<file path="config.mk">
export PLATFORM = sky130hd
export DESIGN_NAME = dwc_store_front
export DESIGN_NICKNAME = d
export VERILOG_FILES = /design/src/rtl/dwc_pkg.sv /design/src/rtl/dwc_tag_store.sv /design/src/rtl/dwc_data_ram.sv /design/src/rtl/dwc_pend_reg.sv /design/src/rtl/dwc_store_front.sv
export SDC_FILE = /design/constraint.sdc
export NUM_CORES = 2
export LEC_CHECK = 0
export BUFFER_PORTS_ARGS = -buffer_cell sky130_fd_sc_hd__buf_2
export CORE_ASPECT_RATIO = 1.1
export CORE_MARGIN = 3
export CORE_UTILIZATION = 39
export CTS_BUF_LIST = sky130_fd_sc_hd__clkbuf_4 sky130_fd_sc_hd__clkbuf_8
export CTS_CLUSTER_SIZE = 12
export DETAILED_ROUTE_END_ITERATION = 7
export PLACE_DENSITY = 0.52
export SLEW_MARGIN = 40
export SYNTH_ARGS = -nofsm -noshare
export SYNTH_HDL_FRONTEND = slang
export SYNTH_SLANG_ARGS = --single-unit
</file>
<file path="constraint.sdc">
create_clock -name clk -period 13.8 [get_ports clk]
set_input_delay 0.69 -clock clk [delete_from_list [all_inputs] [get_ports clk]]
set_output_delay 0.69 -clock clk [all_outputs]
set_load 0.01 [all_outputs]
</file>
<file path="src/rtl/dwc_pkg.sv">
package dwc_pkg;
  // Where a load response takes its data from
  typedef enum logic {
    SRC_ARRAY = 1'b0,
    SRC_PEND  = 1'b1
  } rsp_src_e;
endpackage

</file>
<file path="src/rtl/dwc_tag_store.sv">
module dwc_tag_store #(
  parameter int LINES = 16,
  parameter int TAG_W = 24,
  localparam int IDX_W = $clog2(LINES)
) (
  input  logic             clk,
  input  logic             rst,
  input  logic [IDX_W-1:0] lk_idx,
  input  logic [TAG_W-1:0] lk_tag,
  output logic             lk_hit,
  input  logic             wr_en,
  input  logic             wr_valid,
  input  logic [IDX_W-1:0] wr_idx,
  input  logic [TAG_W-1:0] wr_tag
);
  logic [LINES-1:0] line_vld;
  logic [TAG_W-1:0] line_tag [LINES];

  always_ff @(posedge clk) begin
    if (rst) begin
      line_vld <= '0;
    end else if (wr_en) begin
      line_vld[wr_idx] <= wr_valid;
    end
  end

  always_ff @(posedge clk) begin
    if (wr_en) line_tag[wr_idx] <= wr_tag;
  end

  assign lk_hit = line_vld[lk_idx] && (line_tag[lk_idx] == lk_tag);
endmodule

</file>
<file path="src/rtl/dwc_data_ram.sv">
module dwc_data_ram #(
  parameter int DATA_W = 32,
  parameter int AW     = 6,
  localparam int DEPTH = 1 << AW
) (
  input  logic              clk,
  input  logic              we,
  input  logic [AW-1:0]     waddr,
  input  logic [DATA_W-1:0] wdata,
  input  logic              re,
  input  logic [AW-1:0]     raddr,
  output logic [DATA_W-1:0] rdata
);
  logic [DATA_W-1:0] mem [DEPTH];

  always_ff @(posedge clk) begin
    if (we) mem[waddr] <= wdata;
  end

  always_ff @(posedge clk) begin
    if (re) rdata <= mem[raddr];
  end
endmodule

</file>
<file path="src/rtl/dwc_pend_reg.sv">
module dwc_pend_reg #(
  parameter int DATA_W = 32,
  parameter int WA_W   = 30
) (
  input  logic              clk,
  input  logic              rst,
  input  logic              load,
  input  logic [WA_W-1:0]   load_wa,
  input  logic [DATA_W-1:0] load_data,
  input  logic              clear,
  output logic              vld,
  output logic [WA_W-1:0]   wa,
  output logic [DATA_W-1:0] data
);
  always_ff @(posedge clk) begin
    if (rst) begin
      vld <= 1'b0;
    end else if (load) begin
      vld <= 1'b1;
    end else if (clear) begin
      vld <= 1'b0;
    end
  end

  always_ff @(posedge clk) begin
    if (load) begin
      wa   <= load_wa;
      data <= load_data;
    end
  end
endmodule

</file>
<file path="src/rtl/dwc_store_front.sv">
module dwc_store_front
  import dwc_pkg::*;
#(
  parameter int ADDR_W     = 32,
  parameter int DATA_W     = 32,
  parameter int LINES      = 16,
  parameter int LINE_WORDS = 4
) (
  input  logic              clk,
  input  logic              rst,
  input  logic              req_valid,
  input  logic              req_store,
  input  logic [ADDR_W-1:0] req_addr,
  input  logic [DATA_W-1:0] req_wdata,
  output logic              rsp_valid,
  output logic              rsp_hit,
  output logic [DATA_W-1:0] rsp_rdata,
  input  logic              fill_valid,
  input  logic              fill_last,
  input  logic [ADDR_W-1:0] fill_addr,
  input  logic [DATA_W-1:0] fill_data
);
  localparam int BOFF_W = $clog2(DATA_W / 8);
  localparam int WSEL_W = $clog2(LINE_WORDS);
  localparam int IDX_W  = $clog2(LINES);
  localparam int TAG_W  = ADDR_W - IDX_W - WSEL_W - BOFF_W;
  localparam int RA_W   = IDX_W + WSEL_W;
  localparam int WA_W   = ADDR_W - BOFF_W;

  // Field extraction
  logic [WA_W-1:0]  req_wa, fill_wa, pend_wa;
  logic [TAG_W-1:0] req_tag, fill_tag, pend_tag;
  logic [IDX_W-1:0] req_idx, fill_idx, pend_idx;
  logic [RA_W-1:0]  req_ra, fill_ra, pend_ra;

  assign req_wa   = req_addr[ADDR_W-1:BOFF_W];
  assign fill_wa  = fill_addr[ADDR_W-1:BOFF_W];
  assign req_tag  = req_wa[WA_W-1 -: TAG_W];
  assign fill_tag = fill_wa[WA_W-1 -: TAG_W];
  assign pend_tag = pend_wa[WA_W-1 -: TAG_W];
  assign req_idx  = req_wa[WSEL_W +: IDX_W];
  assign fill_idx = fill_wa[WSEL_W +: IDX_W];
  assign pend_idx = pend_wa[WSEL_W +: IDX_W];
  assign req_ra   = req_wa[RA_W-1:0];
  assign fill_ra  = fill_wa[RA_W-1:0];
  assign pend_ra  = pend_wa[RA_W-1:0];

  // Tag lookup
  logic hit;
  dwc_tag_store #(.LINES(LINES), .TAG_W(TAG_W)) u_tags (
    .clk      (clk),
    .rst      (rst),
    .lk_idx   (req_idx),
    .lk_tag   (req_tag),
    .lk_hit   (hit),
    .wr_en    (fill_valid),
    .wr_valid (fill_last),
    .wr_idx   (fill_idx),
    .wr_tag   (fill_tag)
  );

  // Pending delayed write
  logic              pend_vld;
  logic [DATA_W-1:0] pend_data;
  logic              st_hit, ld_req, ld_byp;
  logic              fill_same_word, fill_evicts, pend_clear;

  assign st_hit = req_valid && req_store && hit;
  assign ld_req = req_valid && !req_store;
  assign ld_byp = ld_req && hit && pend_vld && (pend_wa == req_wa);

  assign fill_same_word = fill_valid && pend_vld && (fill_wa == pend_wa);
  assign fill_evicts    = fill_valid && pend_vld && (fill_idx == pend_idx)
                          && (fill_tag != pend_tag);
  assign pend_clear     = fill_same_word || fill_evicts;

  dwc_pend_reg #(.DATA_W(DATA_W), .WA_W(WA_W)) u_pend (
    .clk       (clk),
    .rst       (rst),
    .load      (st_hit),
    .load_wa   (req_wa),
    .load_data (req_wdata),
    .clear     (pend_clear),
    .vld       (pend_vld),
    .wa        (pend_wa),
    .data      (pend_data)
  );

  // Data array write port: refill first, otherwise retire the pending word
  logic              ram_we;
  logic [RA_W-1:0]   ram_waddr;
  logic [DATA_W-1:0] ram_wdata;
  logic [DATA_W-1:0] ram_q;

  always_comb begin
    ram_we    = 1'b0;
    ram_waddr = pend_ra;
    ram_wdata = pend_data;
    if (fill_valid) begin
      ram_we    = 1'b1;
      ram_waddr = fill_ra;
      ram_wdata = fill_same_word ? pend_data : fill_data;
    end else if (st_hit && pend_vld) begin
      ram_we    = 1'b1;
    end
  end

  dwc_data_ram #(.DATA_W(DATA_W), .AW(RA_W)) u_ram (
    .clk   (clk),
    .we    (ram_we),
    .waddr (ram_waddr),
    .wdata (ram_wdata),
    .re    (ld_req),
    .raddr (req_ra),
    .rdata (ram_q)
  );

  // Registered response
  rsp_src_e          src_q;
  logic [DATA_W-1:0] byp_data_q;

  always_ff @(posedge clk) begin
    if (rst) begin
      rsp_valid <= 1'b0;
      rsp_hit   <= 1'b0;
      src_q     <= SRC_ARRAY;
    end else begin
      rsp_valid <= req_valid;
      rsp_hit   <= req_valid && hit;
      src_q     <= ld_byp ? SRC_PEND : SRC_ARRAY;
    end
  end

  always_ff @(posedge clk) begin
    if (ld_byp) byp_data_q <= pend_data;
  end

  assign rsp_rdata = (src_q == SRC_PEND) ? byp_data_q : ram_q;


  rsp_idle_after_rst_chk: assert property (@(posedge clk) rst |=> !rsp_valid);


  miss_keeps_pend_chk: assert property (@(posedge clk) disable iff (rst)
    (req_valid && req_store && !hit) |=>
      ($stable(pend_vld) && $stable(pend_wa) && $stable(pend_data)));


  retire_on_store_chk: assert property (@(posedge clk) disable iff (rst)
    (st_hit && pend_vld) |-> (ram_we && ram_waddr == pend_ra));


  fill_excl_req_chk: assert property (@(posedge clk) disable iff (rst)
    fill_valid |-> !req_valid);


  evict_drops_pend_chk: assert property (@(posedge clk) disable iff (rst)
    (fill_valid && pend_vld && fill_idx == pend_idx && fill_tag != pend_tag)
      |=> !pend_vld);


  load_keeps_pend_chk: assert property (@(posedge clk) disable iff (rst)
    (req_valid && !req_store) |=> ($stable(pend_vld) && $stable(pend_data)));
endmodule

</file>
## After elaboration in Yosys (flattened, before gate mapping)

Memory sizes are Yosys's and may differ from the RTL's. A register that Yosys moved wholly into a read port is not among the register bits.
Cells that the tools add are included.

| cells by class | value |
|---|---|
| reductions and logical operators | 17 |
| magnitude comparators | 3 |
| mux-type cells | 18 |
| equality and inequality tests | 5 |

Operator list:

| kind | number |
|---|---|
| $mux 32 | 3 |
| $eq 30x30->1 | 2 |
| $eq 24x24->1 | 1 |
| $ne 24x24->1 | 1 |
| $bwmux 16 | 1 |
| $logic_and 1x1->1 | 14 |
| $mux 1 | 11 |
| $lt 4x5->1 const B | 2 |
| $mux 6 | 1 |
| $bmux 1 s4 | 1 |
| $demux 1 s4 | 1 |
| $eq 4x4->1 | 1 |
| $ge 4x1->1 const B | 1 |
| $reduce_bool 2->1 | 1 |
| $logic_not 1->1 | 1 |
| $logic_or 1x1->1 | 1 |

| word-level totals | value |
|---|---|
| memories | 2 |
| bits in writable memories | 2432 |
| register bits | 114 |
| output and inout port bits | 34 |
| word-level logic and storage cells | 53 |
| bits of input ports | 134 |

Memories:

| memory | depth | bits a word | rd ports | clocked after memory_dff | wr ports | RTL line | source |
|---|---|---|---|---|---|---|---|
| u_ram.mem | 64 | 32 | 1 | 1 | 1 | dwc_data_ram.sv:14 | `logic [DATA_W-1:0] mem [DEPTH];` |
| u_tags.line_tag | 16 | 24 | 1 | 0 | 1 | dwc_tag_store.sv:17 | `logic [TAG_W-1:0] line_tag [LINES];` |

## Depth between registers and ports, before layout

| logic depth | value |
|---|---|
| depth after elaboration | 9 |
| gate-level depth with buffers | 12 |
| mapped depth without buffers | 8 |

## Hierarchy

A second synthesis with hierarchy kept.

| second synthesis, totals | value |
|---|---|
| cells, all modules | 4346 |
| area total of the unflattened synthesis | 99230.2 um^2 |

By module, submodules not included:

| module | cells an instance | times used | sequential area each (um^2) | area each (um^2) |
|---|---|---|---|---|
| dwc_data_ram | 3324 | 1 | 62459.9 | 78835.6 |
| dwc_tag_store | 750 | 1 | 11851.4 | 15892.7 |
| dwc_store_front | 206 | 1 | 1021.0 | 2601.2 |
| dwc_pend_reg | 66 | 1 | 1881.8 | 1900.6 |

## Worst setup path before layout

No wires, ideal clock.

| path | value |
|---|---|
| path type | input to register |
| from | input port req_addr[6] |
| to | memory u_ram.mem[0][0] (enable) |
| path buffers | 3 |
| slack | 8.593 ns |
| arrival time | 4.785 ns |
| setup time | 0.421 ns |
| stages on the path | 11 |
| data required time | 13.379 ns |
| path through | buf_4 -> buf_2 -> buf_1 -> mux4_2 -> xnor2_1 -> nor2_1 -> a211oi_1 -> nand3_1 -> a2111oi_2 -> a41oi_1 -> nor2_1 |

| on the way | value |
|---|---|
| cells in the longest elaborated chain, start to end | 9 |
| elaborated cells on any way between the ends | 11 |
| those cells by class | 1 x eq/ne; 6 x mux; 3 x reduce/logical; 1 x memory |

Ends and longest elaborated chain:

| what | RTL line | source |
|---|---|---|
| start: declaration | dwc_store_front.sv:13 | `input logic [ADDR_W-1:0] req_addr,` |
| $mem_v2 16x24 or $bmux 1 s4 (tied branches) | - |  |
| $eq 24x24->1 or $mux 1 (tied branches) | dwc_tag_store.sv:31 | `assign lk_hit = line_vld[lk_idx] && (line_tag[lk_idx] == lk_tag);` |
| $logic_and 1x1->1 (*) | dwc_tag_store.sv:31 |  |
| $logic_and 1x1->1 (*) | dwc_store_front.sv:68 | `assign st_hit = req_valid && req_store && hit;` |
| $logic_and 1x1->1 (*) | dwc_store_front.sv:103 | `end else if (st_hit && pend_vld) begin` |
| $mux 1 (*) | dwc_store_front.sv:103 |  |
| $mux 1 (*) | dwc_store_front.sv:99 | `if (fill_valid) begin` |
| $mux 1 (*) | dwc_data_ram.sv:17 | `if (we) mem[waddr] <= wdata;` |
| $mux 1 (implied by the code) (*) | dwc_data_ram.sv:17 |  |
| end: declaration | dwc_data_ram.sv:14 |  |

Every way passes the cells marked *; elsewhere a longest branch is shown, timed or not. The select of a mux whose other input is x is not followed.

## Worst setup path after layout

| path | value |
|---|---|
| from | input port req_addr[5] |
| to | memory u_ram.mem[3][9] (enable) |

Same word-level chain as after synthesis.

==> run metrics <==
switching part of the total 0.221; HP Class input pin to flop; cells after synthesis a little over 4k; Core Footprint between 0.2 and 0.3 mm^2; Die X 487 um; Layout Utilization 0.452; Mean Syn Cell Area 24.1 um^2; GP Congestion 0.795; worst-path maximum fanout 41; Combinational Power Share 0.053; max cap viols 0; vias in the first global route about 49k; status finished, final reports clean; Clock Pin Slew Worst Setup and Hold Paths approximately 0.060 ns; Initial DRC Count between 4k and 5k; FP Rows 193; Post-DRT Antenna Nets 0; initial antenna violation count 13; Max Fclk 190 MHz; Sw Pwr 3.49 mW; total negative slack 0 ns; worst-skew pair later-pin latency roughly 0.99 ns; CP cell instances buf_8, buf_4, mux4_2, mux2i_1, xor2_1, a21oi_1, nor4_1, nor4bb_2, buf_4, a41oi_4, nor2_4, buf_4; CP arrival 5.86 ns; maximum vdd drop 72.9 uV; Cell Pwr Density between 100 and 150 mW/mm^2; gr ovfl total 0; ys flop type edfxtp_1; Max Slew Vio Count 0; critical path class input pin to flop; Area Overhead vs Synth 15.0%; layout cells sized above 1 0.370; syn_nets 4243; largest net degree at the start of global routing 119; most used cell, CP buf_4; leading cell type by number of instances after synthesis edfxtp_1; Buf/Inv on CP 4; Buffers on Ports 163; clock root cell clkbuf_8; DR vias between 40k and 50k; I/O Pins 168; Post-synth EDFFs 2558; Crit-path slowest cell nor2_4; fill count 21.2k; Lkg Pwr between 30 and 40 nW; RSZ-0062 raised after global routing false; most instantiated cells after synthesis 2558 x edfxtp_1, 749 x mux4_2, 119 x clkbuf_1, 109 x nor2_1, 80 x mux2_2; final setup fails 0; drt wl/cell 31.2 um; CTS Buf Count 418; P_int 12.3 mW; Post-CTS Hold Fix Bufs 62; Min Hold Slack between 0.1 and 0.15 ns; multi-input logic area around 0.022 mm^2; post-synth top area cell edfxtp_1; critical path required time 14.39 ns; register area 0.0772 mm^2; htree depth 5; TritonRoute pass-1 iters 5; first-pass GRT wire length 369000 um; Syn. warnings 0; # DRC 0; DRT Wirelength 260000 um; cts repair resizes 0; post-DR vias/cell 5.55; CP delay by family, top buffers and inverters; Slew headroom 0.366; Die ar. 0.260 mm^2; post-synthesis async set-or-reset flop share 0; post-CTS setup buffer count 0; sequential share of power 0.550; sequential area share after synthesis 0.779; Fin. Hold Viols 0; CTS tree done; skew final 0.0762 ns; Post-DP HPWL 138000 um; Post-Syn Area 0.0991 mm^2; Worst setup EP type flop; Worst-Margin Slew 0.946 ns; GRT Util Overall 0.199; clock power share 0.398; CTS max path bufs 4; register bit total from synthesis 2578; CP max stage delay between 0.7 and 0.8 ns; Tcrit/Tclk final 0.382; Netlist cell types 47; Clock Sink Count between 2k and 3k; crit path time final 5.27 ns; Layout Nets between 4k and 5k; share of the synthesized area in the top cell type 0.775; Die Y between 500 and 600 um; Startpoint Class input pin; initial core utilization 0.393; Area contributors post-synth edfxtp_1 78%, mux4_2 17%, mux2_2 0.91%
cells by family after synthesis:
| logic type | synth area share |
|---|---|
| flip-flops | 0.779 |
| XOR/XNOR | 0.00911 |
| buffers and inverters | 0.00863 |
| AND/OR/NAND/NOR | 0.0108 |
| AO/OA/AOI/OAI | 0.00559 |
| multiplexers | 0.187 |
state kept, by name, indices dropped and copies added, names as in the netlist:
name,cells
byp_data_q,32
u_pend.wa,30
rsp_hit,1
rsp_valid,1
u_pend.vld,1
u_tags.line_tag,384
u_ram.rdata,32
u_tags.line_vld,16
u_pend.data,32
u_ram.mem,2048
src_q,1
power groups by stage:
stage | Clock [mW] | Sequential, mW | Combinational, mW
floorplan | 0 | 8.83 | 0.490
global placement | 0 | 8.83 | 0.809
detailed placement | 0 | 8.83 | 0.826
CTS | 6.46 | 8.67 | 0.842
global route | 6.81 | 8.67 | 0.882
finish | 6.27 | 8.67 | 0.829
path summary, 6_finish.rpt:
check / start / end / slack (ns) / cells past startpoint
setup reg to reg: u_tags.line_tag[11][4]$_DFFE_PP_ / u_ram.mem[3][9]$_DFFE_PP_ / 9.02 / 10
hold reg to reg: u_pend.data[9]$_DFFE_PP_ / byp_data_q[9]$_DFFE_PP_ / 0.44 / 0
setup / recovery: req_addr[5] / u_ram.mem[3][9]$_DFFE_PP_ / 8.53 / 12
hold / removal: fill_addr[29] / u_tags.line_tag[9][21]$_DFFE_PP_ / 0.13 / 1
per-layer routing:
| metal | global-route usage | wire length [um] |
|---|---|---|
| met2 | 0.332 | 131000 |
| met4 | 0.0519 | 5890 |
| met3 | 0.0336 | 14900 |
| met5 | 0 | 0 |
| met1 | 0.273 | 109000 |
layout by cell type (no fill, tap or decap), types with 18 or more instances in the layout:
cell / n
nand2_1: 51
nor2_4: 71
clkinv_1: 132
mux2_4: 18
dfxtp_1: 19
clkbuf_8: 423
mux2_2: 62
clkbuf_4: 137
xor2_1: 54
mux4_2: 749
dlygate4sd3_1: 62
buf_2: 157
xnor2_1: 49
edfxtp_1: 2558
clkinv_2: 31
mux2i_1: 71
buf_4: 115
nor2_1: 38
metrics by stage:
stage / setup slack, ns / total power [mW] / std cells / instance area (um^2)
after floorplan: 8.59 / 9.32 / 4109 / 99100
after global placement: 6.74 / 9.64 / 7515 / 105000
after detailed placement: 7.05 / 9.66 / 7520 / 105000
after CTS: 8.09 / 16.0 / 8327 / 114000
after global routing: 8.27 / 16.4 / 8334 / 114000
final: 8.53 / 15.8 / 8342 / 114000
area by class of cell:
type,count,share of cell area
clock inverter,186,0.00865
antenna,10,0.000220
sequential,2578,0.678
timing repair buffer,370,0.0253
tap,3315,0.0364
multi-input combinational,1320,0.192
inverter,4,0.000198
clock buffer,559,0.0600
Note: power is estimated with default switching activity, not from simulation.
